==> config.mk <==
export PLATFORM = sky130hd
export DESIGN_NAME = alu8_core
export DESIGN_NICKNAME = d
export VERILOG_FILES = /design/src/rtl/alu8_pkg.sv /design/src/rtl/alu8_logic.sv /design/src/rtl/alu8_rotate.sv /design/src/rtl/alu8_step.sv /design/src/rtl/alu8_bittest.sv /design/src/rtl/alu8_core.sv
export SDC_FILE = /design/constraint.sdc
export NUM_CORES = 1
export LEC_CHECK = 0
export BUFFER_PORTS_ARGS = -buffer_cell sky130_fd_sc_hd__buf_2
export CORE_UTILIZATION = 57
export DETAILED_ROUTE_END_ITERATION = 8
export GPL_ROUTABILITY_DRIVEN = 0
export PLACE_DENSITY = 0.92
export SYNTH_ARGS = -nofsm -noshare
export SYNTH_HDL_FRONTEND = slang
export SYNTH_SLANG_ARGS = --single-unit
==> constraint.sdc <==
create_clock -name vclk -period 3.9
set_input_delay 0.195 -clock vclk [all_inputs]
set_output_delay 0.195 -clock vclk [all_outputs]
set_load 0.05 [all_outputs]
==> src/rtl/alu8_pkg.sv <==
package alu8_pkg;

    localparam int OP_W = 4;

    typedef enum logic [OP_W-1:0] {
        OP_AND     = 4'd0,
        OP_OR      = 4'd1,
        OP_XOR     = 4'd2,
        OP_NOT_F   = 4'd3,
        OP_NOT_W   = 4'd4,
        OP_ROT_L   = 4'd5,
        OP_ROT_R   = 4'd6,
        OP_SWAP    = 4'd7,
        OP_DEC_SKZ = 4'd8,
        OP_INC_SKZ = 4'd9,
        OP_SKIP_0  = 4'd10,
        OP_SKIP_1  = 4'd11
    } alu_op_e;

    typedef struct packed {
        logic z;
        logic dc;
        logic c;
    } flag_t;

    localparam flag_t WE_NONE = '{z: 1'b0, dc: 1'b0, c: 1'b0};
    localparam flag_t WE_Z    = '{z: 1'b1, dc: 1'b0, c: 1'b0};
    localparam flag_t WE_C    = '{z: 1'b0, dc: 1'b0, c: 1'b1};

    function automatic logic is_bitwise(input alu_op_e op);
        return (op == OP_AND) || (op == OP_OR) || (op == OP_XOR) ||
               (op == OP_NOT_F) || (op == OP_NOT_W);
    endfunction

endpackage

==> src/rtl/alu8_logic.sv <==
module alu8_logic
    import alu8_pkg::*;
#(
    parameter int WIDTH = 8
) (
    input  logic [WIDTH-1:0] w_val,
    input  logic [WIDTH-1:0] f_val,
    input  alu_op_e          op,
    output logic [WIDTH-1:0] out_val
);
    localparam int HALF = WIDTH / 2;

    logic [WIDTH-1:0] swapped;

    generate
        for (genvar i = 0; i < HALF; i++) begin : g_swap
            assign swapped[i]        = f_val[i + HALF];
            assign swapped[i + HALF] = f_val[i];
        end
    endgenerate

    always_comb begin
        case (op)
            OP_AND:   out_val = w_val & f_val;
            OP_OR:    out_val = w_val | f_val;
            OP_XOR:   out_val = w_val ^ f_val;
            OP_NOT_F: out_val = ~f_val;
            OP_NOT_W: out_val = ~w_val;
            OP_SWAP:  out_val = swapped;
            default:  out_val = f_val;
        endcase
    end
endmodule

==> src/rtl/alu8_rotate.sv <==
module alu8_rotate #(
    parameter int WIDTH = 8
) (
    input  logic [WIDTH-1:0] f_val,
    input  logic             carry_in,
    input  logic             to_left,
    output logic [WIDTH-1:0] out_val,
    output logic             carry_out
);
    always_comb begin
        if (to_left) begin
            out_val   = {f_val[WIDTH-2:0], carry_in};
            carry_out = f_val[WIDTH-1];
        end else begin
            out_val   = {carry_in, f_val[WIDTH-1:1]};
            carry_out = f_val[0];
        end
    end
endmodule

==> src/rtl/alu8_step.sv <==
module alu8_step #(
    parameter int WIDTH = 8
) (
    input  logic [WIDTH-1:0] f_val,
    input  logic             count_up,
    output logic [WIDTH-1:0] out_val
);
    localparam logic [WIDTH-1:0] ONE = WIDTH'(1);

    assign out_val = count_up ? (f_val + ONE) : (f_val - ONE);
endmodule

==> src/rtl/alu8_bittest.sv <==
module alu8_bittest #(
    parameter int WIDTH = 8,
    localparam int SEL_W = $clog2(WIDTH)
) (
    input  logic [WIDTH-1:0] f_val,
    input  logic [SEL_W-1:0] sel,
    input  logic             want_set,
    output logic             hit
);
    logic picked;

    assign picked = f_val[sel];
    assign hit    = want_set ? picked : ~picked;
endmodule

==> src/rtl/alu8_core.sv <==
module alu8_core
    import alu8_pkg::*;
#(
    parameter int WIDTH = 8,
    localparam int SEL_W = $clog2(WIDTH)
) (
    input  logic [WIDTH-1:0] w_in,
    input  logic [WIDTH-1:0] f_in,
    input  logic             c_in,
    input  logic [SEL_W-1:0] bit_sel,
    input  logic [OP_W-1:0]  op_code,
    output logic [WIDTH-1:0] result,
    output logic [2:0]       flags,
    output logic [2:0]       flags_we,
    output logic             skip
);
    alu_op_e          op;
    logic [WIDTH-1:0] logic_out;
    logic [WIDTH-1:0] rot_out;
    logic [WIDTH-1:0] step_out;
    logic             rot_carry;
    logic             bit_hit;
    flag_t            flag_val;
    flag_t            flag_en;

    assign op = alu_op_e'(op_code);

    alu8_logic #(.WIDTH(WIDTH)) u_logic (
        .w_val   (w_in),
        .f_val   (f_in),
        .op      (op),
        .out_val (logic_out)
    );

    alu8_rotate #(.WIDTH(WIDTH)) u_rotate (
        .f_val     (f_in),
        .carry_in  (c_in),
        .to_left   (op == OP_ROT_L),
        .out_val   (rot_out),
        .carry_out (rot_carry)
    );

    alu8_step #(.WIDTH(WIDTH)) u_step (
        .f_val    (f_in),
        .count_up (op == OP_INC_SKZ),
        .out_val  (step_out)
    );

    alu8_bittest #(.WIDTH(WIDTH)) u_bittest (
        .f_val    (f_in),
        .sel      (bit_sel),
        .want_set (op == OP_SKIP_1),
        .hit      (bit_hit)
    );

    always_comb begin
        result  = logic_out;
        flag_en = WE_NONE;
        skip    = 1'b0;
        case (op)
            OP_ROT_L, OP_ROT_R: begin
                result  = rot_out;
                flag_en = WE_C;
            end
            OP_DEC_SKZ, OP_INC_SKZ: begin
                result  = step_out;
                flag_en = WE_Z;
                skip    = (step_out == '0);
            end
            OP_SKIP_0, OP_SKIP_1: begin
                skip = bit_hit;
            end
            default: begin
                if (is_bitwise(op)) flag_en = WE_Z;
            end
        endcase
    end

    always_comb begin
        flag_val.c  = (op == OP_ROT_L || op == OP_ROT_R) ? rot_carry : c_in;
        flag_val.dc = 1'b0;
        flag_val.z  = (result == '0);
    end

    assign flags    = flag_val;
    assign flags_we = flag_en;
endmodule

# Word-level counts from Yosys, hierarchy flattened

Index checks and enable logic that the tools add are counted.

Input port bits: 24
Bits in registers: 0

Reductions and logical operators: 11
Bitwise gates (word level): 6
$add $sub $neg: 2
Multiplexer cells: 12
Magnitude comparators: 1
Eq/ne operators: 11

Operators by type and width:

| cell                                                | count |
|---|---|
| case mux 8 bit (6 select lines)                     | 1 |
| == test 4 x 3 -> 1 bit (second input constant)      | 4 |
| == test 4 bit (second input constant)               | 4 |
| logical NOT 8 bit                                   | 2 |
| 2-to-1 mux 8 bit                                    | 2 |
| inverter 8 bit                                      | 2 |
| case mux 8 bit (2 select lines)                     | 1 |
| case mux 3 bit (3 select lines)                     | 1 |
| adder 8 x 1 -> 8 bit (second input constant)        | 1 |
| bitwise AND 8 bit                                   | 1 |
| == test 4 x 2 -> 1 bit (second input constant)      | 2 |
| OR 8 bit                                            | 1 |
| subtractor 8 x 1 -> 8 bit (second input constant)   | 1 |
| bitwise XOR 8 bit                                   | 1 |
| OR reduction 2 bit                                  | 3 |
| logical OR 1 bit                                    | 5 |
| == test 4 x 1 -> 1 bit (second input constant)      | 1 |
| logical NOT 4 bit                                   | 1 |
| < comparator 3 x 4 -> 1 bit (second input constant) | 1 |
| 2-to-1 mux 1 bit                                    | 4 |
| binary-select mux 1 bit (select 3 bit)              | 1 |
| 2-to-1 mux 3 bit                                    | 1 |
| case mux 1 bit (2 select lines)                     | 1 |
| inverter 1 bit                                      | 1 |

# Depth between registers and ports, before layout

Gate-level depths: netlist of the first run.

Word-level depth: 7
Gate-level depth with buffers: 13
Depth with buffers taken out: 11

# Hierarchy

A second synthesis of the first run with hierarchy kept.

Cell total of the unflattened synthesis: 241
Area, all modules: 1773.0 µm²

By module, submodules not included:

| module       | area each (µm²) | instances | cells an instance | seq. area each (µm²) |
|---|---|---|---|---|
| alu8_logic   | 819.5           | 1         | 123               | 0.0 |
| alu8_core    | 427.9           | 1         | 62                | 0.0 |
| alu8_step    | 302.8           | 1         | 39                | 0.0 |
| alu8_rotate  | 146.4           | 1         | 10                | 0.0 |
| alu8_bittest | 76.3            | 1         | 7                 | 0.0 |

# Worst setup path before layout of the first run

No wires, ideal clock.

Path kind: in2out
Start: input port op_code[1]
End: output port flags[2]
Buffers on the path: 2
Stages: 12
Data required time: 3.705 ns
Path slack: 0.038 ns
Arrival time: 3.667 ns
Path through: buf_6 nor2b_1 clkbuf_1 nand3_1 ha_1 nor2b_1 o31a_1 o211ai_1 o41a_1 o211ai_1 or4_1 nor3_2

Word-level cells in the longest chain between the ends: 4
Elaborated cells between the ends (all ways): 17

Ends and longest elaborated chain:

| what                                                    | line             | RTL |
|---|---|---|
| start, declared                                         | alu8_core.sv:11  | `input logic [OP_W-1:0] op_code,` |
| == test 4 x 3 -> 1 bit (tied with other cells)          | alu8_logic.sv:23 | `case (op)` |
| case mux 8 bit (6 select lines) (tied with other cells) | alu8_logic.sv:23 |  |
| case mux 8 bit (2 select lines) (*)                     | alu8_core.sv:60  | `case (op)` |
| via result[6]                                           | alu8_core.sv:12  | `output logic [WIDTH-1:0] result,` |
| logical NOT 8 bit (*)                                   | alu8_core.sv:82  | `flag_val.z = (result == '0);` |
| end, declared                                           | alu8_core.sv:13  | `output logic [2:0] flags,` |

The timed path passes the listed nets; every way through them passes the cells marked *.

# Final worst setup path of the first run

Start: input port op_code[0]
End: output port flags[2]

Word-level cells in the longest chain between the ends: 4
Elaborated cells between the ends (all ways): 17

Ends and longest elaborated chain:

| what                                                    | line |
|---|---|
| == test 4 x 3 -> 1 bit (tied with other cells)          | alu8_logic.sv:23 |
| case mux 8 bit (6 select lines) (tied with other cells) | alu8_logic.sv:23 |
| case mux 8 bit (2 select lines) (*)                     | alu8_core.sv:60 |
| logical NOT 8 bit (*)                                   | alu8_core.sv:82 |

Mark *: on every way between the ends. The rest lies on a longest branch, timed or not.

==> metrics.csv, run 1 <==
stage,metric,value,unit
final_layout,CLK BUF,0,
floorplanning,die area,3040,sq um
floorplanning,Die Wd,55.2,um
global_route,Congestion Overflow GR,0,
global_route,largest net degree at the start of global routing,34,
global_route,first-pass GRT wire length,7310,um
run,MaxCap Viol Count,0,
detailed_routing,Initial DRC Count,114,
detailed_routing,via/cell ratio,6.77,
cts,Hold Buf Count CTS,0,
synthesis,Yosys top cell area share,17.9,%
timing,final worst path period share,90.4,%
timing,minimum hold slack,0.969,ns
power_and_ir_drop,Peak VDD IR,0.104,mV
final_layout,Inserted Diodes,0,
final_layout,final cell utilization of the core,68.1,%
timing,final setup fails,0,
synthesis,Cell variety after synth,58,
placed_design,DP Wirelength,3410,um
cts,setup repair bufs after CTS,0,
timing,Fin. Hold Viols,0,
timing,fin crit period,3.53,ns
timing,Slew headroom,64.3,%
worst_setup_path,Startpoint Class,input port,
worst_hold_path,Worst Hold Class,input port to output pin,
timing,Max Freq,0.283,GHz
global_route,vias in the first global route,1628,
detailed_routing,via count,1901,
floorplanning,Core Area,2570,sq um
worst_setup_path,Crit Path Max Fanout,20,
detailed_routing,antenna-violating nets left,0,
outcome,status,"finished, final reports clean",
floorplanning,Rows,18,
timing,"Slew Viols, Final",0,
synthesis,Yosys top cell by area,ha_1,
final_layout,synth-to-layout area growth,8.62,%
detailed_routing,# DRC,0,
final_layout,fill count,240,
placed_design,Port-buffer cells,37,
synthesis,"count leader, synth",inv_1,
detailed_routing,TritonRoute pass-1 iters,5,
global_route,GRT Overall Usage,32.6,%
worst_setup_path,Worst Setup End Kind,output pin,
synthesis,Synth Warn #,0,
floorplanning,initial core utilization,62.7,%
synthesis,synth cell count leaders,"26 x inv_1, 23 x ha_1, 17 x a21oi_1, 15 x nor2_1, 11 x nand2_1",
timing,RSZ-0062 raised after global routing,no,
worst_setup_path,Critical Path AT,3.33,ns
timing,Setup TNS Final,0,ns
synthesis,post-synthesis sequential area ratio,0,%
final_layout,share of cells above drive strength 1,19.9,%
synthesis,average cell area after synthesis,7.09,sq um
final_layout,Reg area,0,sq um
synthesis,Post-Synthesis Cells,227,
detailed_routing,Avg WL per Cell,16.3,um
synthesis,mapped cell area,1610,sq um
worst_setup_path,WP data required,3.70,ns
final_layout,# nets final,301,
detailed_routing,final wirelength,4570,um
worst_setup_path,kind of critical path,input port to output pin,
power_and_ir_drop,Power Density,156,nW/um^2
cts,post-CTS resize count,0,
floorplanning,I/O pin total,39,
synthesis,synth top area cells,"ha_1 18%, inv_1 6.1%, a21oi_1 5.3%, mux4_2 4.2%, a22oi_1 3.7%",
global_route,initial antenna violation count,0,
floorplanning,chip height,55.2,um
power_and_ir_drop,leakage,0.813,nW
timing,worst slew pin tran,0.534,ns
final_layout,Seq Cell Count,0,
==> final timing paths <==
check | startpoint | depth (start not counted) | end | slack (ns)
min | c_in | 4 | flags[0] | 0.97
max | op_code[0] | 12 | flags[2] | 0.37
==> cell usage in the layout, fill, tap and decap left out, drive strengths merged, types with 5 or more instances in the layout <==
| cell type | n |
|---|---|
| a21oi | 17 |
| a22oi | 8 |
| buf | 40 |
| ha | 23 |
| inv | 28 |
| mux2i | 5 |
| nand2 | 12 |
| nand2b | 9 |
| nor2 | 16 |
| o21ai | 14 |
| o221ai | 6 |
| o22ai | 5 |
==> final cells by class <==
class,instances,area (sq um),share of cell area [%]
inverter,28,105,6.01
multi-input combinational,183,1400,80.0
tap,30,37.5,2.15
timing repair buffer,40,208,11.9
==> logic make-up after synthesis <==
kind of cell | share of synthesized area [%]
multiplexers | 8.00
XOR/XNOR | 3.26
adder cells (fa/ha/maj) | 19.1
AND/OR/NAND/NOR | 18.4
buffers and inverters | 13.4
AO/OA/AOI/OAI | 37.6
other | 0.233
==> power breakdown <==
part / internal (mW) / switching [mW]
sequential: 0 / 0
clock: 0 / 0
combinational: 0.0913 / 0.181
total: 0.0913 / 0.181
==> through the flow <==
| step | cells | total power, mW | cell area [sq um] | worst slack, ns |
|---|---|---|---|---|
| finish | 281 | 0.273 | 1750 | 0.373 |
| global route | 281 | 0.295 | 1750 | 0.196 |
| CTS | 281 | 0.268 | 1750 | 0.451 |
| detailed placement | 281 | 0.266 | 1750 | 0.472 |
| global placement | 281 | 0.261 | 1750 | 0.592 |
| floorplan | 228 | 0.205 | 1610 | 0.0381 |
==> layer usage <==
| layer | global-route usage, % | share of wire (%) |
|---|---|---|
| met1 | 44.4 | 41 |
| met3 | 2.19 | 10 |
| met2 | 55.0 | 47 |
| met4 | 8.33 | 1.6 |
| met5 | 0 | 0 |
==> worst max-delay path, cell delays in order <==
cell	delay, ns
buf_2	0.32
nor2b_1	0.23
nand3_1	0.28
ha_1	0.42
nor2b_1	0.16
o31a_1	0.27
o211ai_1	0.18
o41a_1	0.20
o211ai_1	0.11
or4_1	0.56
nor3_2	0.12
buf_2	0.28
Note: power is estimated with default switching activity, not from simulation.
==> run 2, diff against run 1 <==
Clock period 3.9 ns to 3.7 ns, I/O delays scaled along.
==> metrics.csv, run 2 (same netlist as run 1, synthesis figures left out) <==
stage,metric,value,unit
final_layout,synth-to-layout area growth,9.95,%
global_route,initial antenna violation count,0,
timing,final worst path period share,88.4,%
final_layout,post-route cell area,1770,sq um
placed_design,DP Area,1770,sq um
worst_setup_path,Critical Path AT,3.09,ns
final_layout,final cell utilization of the core,69.0,%
power_and_ir_drop,leakage,0.824,nW
timing,RSZ-0062 raised after global routing,no,
worst_setup_path,WP data required,3.51,ns
global_route,vias in the first global route,1625,
worst_setup_path,Crit Path Max Fanout,10,
power_and_ir_drop,Peak VDD IR,0.103,mV
cts,Hold Buf Count CTS,0,
timing,final setup fails,0,
global_route,largest net degree at the start of global routing,34,
final_layout,most frequent cells in the layout,"37 x buf_2, 26 x inv_1, 23 x ha_1",
timing,worst slew pin tran,0.525,ns
final_layout,share of cells above drive strength 1,20.6,%
global_route,GRT Overall Usage,32.2,%
timing,Setup TNS Final,0,ns
detailed_routing,Initial DRC Count,133,
floorplanning,die area,3040,sq um
timing,Slew headroom,64.9,%
outcome,status,"finished, final reports clean",
timing,Fin. Hold Viols,0,
timing,Max Freq,0.306,GHz
final_layout,Inserted Diodes,0,
detailed_routing,final wirelength,4420,um
detailed_routing,Avg WL per Cell,15.6,um
final_layout,Reg area,0,sq um
detailed_routing,antenna-violating nets left,0,
power_and_ir_drop,Power Density,163,nW/um^2
worst_hold_path,Worst Hold Class,input port to output pin,
global_route,Congestion Overflow GR,0,
final_layout,"most common cell after layout, fill and taps aside",buf_2,
placed_design,DP Wirelength,3380,um
floorplanning,Core Area,2570,sq um
floorplanning,I/O pin total,39,
run,MaxCap Viol Count,0,
final_layout,fill count,218,
detailed_routing,via count,1892,
worst_setup_path,kind of critical path,input port to output pin,
final_layout,# nets final,303,
cts,post-CTS resize count,0,
final_layout,CLK BUF,0,
timing,fin crit period,3.27,ns
cts,setup repair bufs after CTS,0,
floorplanning,chip height,55.2,um
timing,"Slew Viols, Final",0,
floorplanning,Die Wd,55.2,um
final_layout,Seq Cell Count,0,
worst_setup_path,Worst Setup End Kind,output pin,
floorplanning,initial core utilization,62.7,%
worst_setup_path,Startpoint Class,input port,
global_route,first-pass GRT wire length,7320,um
floorplanning,Rows,18,
detailed_routing,via/cell ratio,6.69,
detailed_routing,TritonRoute pass-1 iters,5,
placed_design,Port-buffer cells,37,
final_layout,multi-input logic area,1410,sq um
detailed_routing,# DRC,0,
## run 2: cell types whose count changed in the layout (fill, tap and decap cells not counted), sizes merged
cell and change:
buf +2
## run 2: per-layer routing
layer,GRT usage [%],routed length (um)
met4,8.75,76
met5,0,0
met2,55.4,2070
met3,1.64,499
met1,43.3,1770
## run 2: report_power, final
part           internal [mW]  switching, mW  total [mW]  leakage, nW
sequential                 0              0           0            0
combinational         0.0976          0.191       0.288        0.824
clock                      0              0           0            0
## run 2: cell type report
cell class | count | area share (%)
inverter | 28 | 5.94
tap | 30 | 2.12
timing repair buffer | 42 | 12.6
multi-input combinational | 183 | 79.4
## run 2: metrics by stage
step / hold WS (ns) / instances / worst slack, ns / total power [mW]
2_1_floorplan: 0.722 / 228 / 0.0221 / 0.217
3_3_place_gp: 0.921 / 283 / 0.590 / 0.278
3_5_place_dp: 0.924 / 283 / 0.469 / 0.283
4_1_cts: 0.924 / 283 / 0.469 / 0.285
5_1_grt: 0.954 / 283 / 0.284 / 0.314
6_report: 0.934 / 283 / 0.429 / 0.288
## run 2: path summary, 6_finish.rpt
kind       start       end  slack [ns]  cells past startpoint
max   op_code[2]  flags[2]        0.43                     12
min         c_in  flags[0]        0.93                      4
## run 2: worst max-delay path, stage by stage
cell      delay [ns]
buf_2           0.11
inv_2           0.16
nand3_1         0.30
ha_1            0.42
nor2b_1         0.16
o31a_1          0.28
o211ai_1        0.18
o41a_1          0.21
o211ai_1        0.11
or4_1           0.57
nor3_4          0.12
buf_2           0.28
==> run 3, diff against run 2 <==
Settings changed: CELL_PAD_IN_SITES_DETAIL_PLACEMENT set to 1, CELL_PAD_IN_SITES_GLOBAL_PLACEMENT set to 1, CORE_UTILIZATION 57 to 41, PLACE_DENSITY 0.92 to 0.93.
==> metrics.csv, run 3 (same netlist as run 1, synthesis figures left out) <==
stage,metric,value,unit
timing,final setup fails,0,
global_route,GRT Overall Usage,26.7,%
run,MaxCap Viol Count,0,
timing,fin crit period,3.24,ns
global_route,largest net degree at the start of global routing,34,
cts,Hold Buf Count CTS,0,
detailed_routing,Avg WL per Cell,18.3,um
final_layout,Reg area,0,sq um
detailed_routing,via/cell ratio,6.38,
global_route,first-pass GRT wire length,8910,um
worst_setup_path,crit-path leading delay family,simple AND/OR/NAND/NOR gates,
worst_setup_path,Startpoint Class,input port,
placed_design,DP Area,1790,sq um
worst_setup_path,CP max stage delay,0.56,ns
detailed_routing,final wirelength,5500,um
timing,Slew headroom,64.4,%
global_route,initial antenna violation count,0,
outcome,status,"finished, final reports clean",
detailed_routing,antenna-violating nets left,0,
global_route,vias in the first global route,1811,
timing,worst slew pin tran,0.533,ns
worst_setup_path,Crit Path Max Fanout,7,
detailed_routing,Initial DRC Count,137,
final_layout,most frequent cells in the layout,"37 x buf_2, 26 x inv_1, 23 x ha_1",
floorplanning,chip height,64.7,um
worst_setup_path,Critical Path AT,3.05,ns
timing,Max Freq,0.309,GHz
final_layout,fill count,520,
timing,final worst slack,0.462,ns
detailed_routing,# DRC,0,
floorplanning,die area,4180,sq um
worst_hold_path,hold wc startpoint,bit_sel[2],
detailed_routing,TritonRoute pass-1 iters,4,
worst_hold_path,worst hold endpoint,skip,
detailed_routing,via count,1920,
final_layout,# nets final,303,
final_layout,synth-to-layout area growth,11.3,%
floorplanning,Rows,22,
power_and_ir_drop,leakage,0.824,nW
timing,minimum hold slack,0.996,ns
final_layout,"most common cell after layout, fill and taps aside",buf_2,
final_layout,share of cells above drive strength 1,20.6,%
final_layout,post-route cell area,1790,sq um
final_layout,Inserted Diodes,0,
cts,post-CTS resize count,0,
final_layout,final cell utilization of the core,48.2,%
timing,Fin. Hold Viols,0,
power_and_ir_drop,Peak VDD IR,0.0914,mV
placed_design,pre-CTS setup slack,0.475,ns
timing,Setup TNS Final,0,ns
final_layout,CLK BUF,0,
worst_hold_path,Worst Hold Class,input port to output pin,
placed_design,DP Wirelength,4280,um
worst_setup_path,Worst Setup End Kind,output pin,
timing,final worst path period share,87.5,%
timing,"Slew Viols, Final",0,
floorplanning,I/O pin total,39,
global_route,Congestion Overflow GR,0,
worst_setup_path,WP data required,3.51,ns
worst_setup_path,"Cell Chain, Critical Path","buf_2, nor2b_1, nand3_1, ha_1, nor2b_1, o31a_1, o211ai_1, o41a_1, o211ai_1, or4_1, nor3_4, buf_2",
worst_setup_path,kind of critical path,input port to output pin,
floorplanning,Die Wd,64.7,um
power_and_ir_drop,Power Density,167,nW/um^2
worst_hold_path,worst hold stages,6,
worst_setup_path,Crit-path slowest cell,or4_1,
placed_design,Port-buffer cells,37,
worst_setup_path,Worst Path Buf+Inv,2,
floorplanning,initial core utilization,43.3,%
final_layout,Seq Cell Count,0,
cts,setup repair bufs after CTS,0,
floorplanning,Core Area,3720,sq um
timing,RSZ-0062 raised after global routing,no,
## run 3: how the worst max path moves through the flow
stage                           from        to  cells past startpoint
after floorplan           op_code[1]  flags[2]                     12
after global placement    op_code[1]  flags[2]                     12
after detailed placement  op_code[0]  flags[2]                     12
after CTS                 op_code[0]  flags[2]                     12
after global routing      op_code[0]  flags[2]                     12
final                     op_code[0]  flags[2]                     12
## run 3: metal layers
metal  global-route usage, %  up-vias  part of all wire, %
met4                    6.11        0                  1.6
met5                       0        -                    0
li1                        -      890                    -
met2                    45.9       90                   49
met3                   0.704       10                  6.6
met1                    36.8      930                   43
## run 3: final cells by class
class	count	area, sq um	area share [%]
multi-input combinational	183	1410	78.4
timing repair buffer	42	223	12.4
inverter	28	105	5.86
tap	48	60.1	3.35
## run 3: through the flow
| stage | total power, mW | cells |
|---|---|---|
| 6_report | 0.299 | 301 |
| 5_1_grt | 0.320 | 301 |
| 4_1_cts | 0.295 | 301 |
| 3_5_place_dp | 0.294 | 301 |
| 3_3_place_gp | 0.285 | 301 |
| 2_1_floorplan | 0.217 | 228 |
## run 3: power by group
group / internal [mW] / leakage, nW / switching (mW)
registers: 0 / 0 / 0
logic: 0.0985 / 0.824 / 0.200
clock network: 0 / 0 / 0
total: 0.0985 / 0.824 / 0.200
## run 3: tightest hold or removal path, stage by stage
cell and delay (ns):
buf_2 0.09, mux2i_1 0.08, xnor2_1 0.12, nand3_1 0.08, nand2_1 0.05, buf_2 0.20
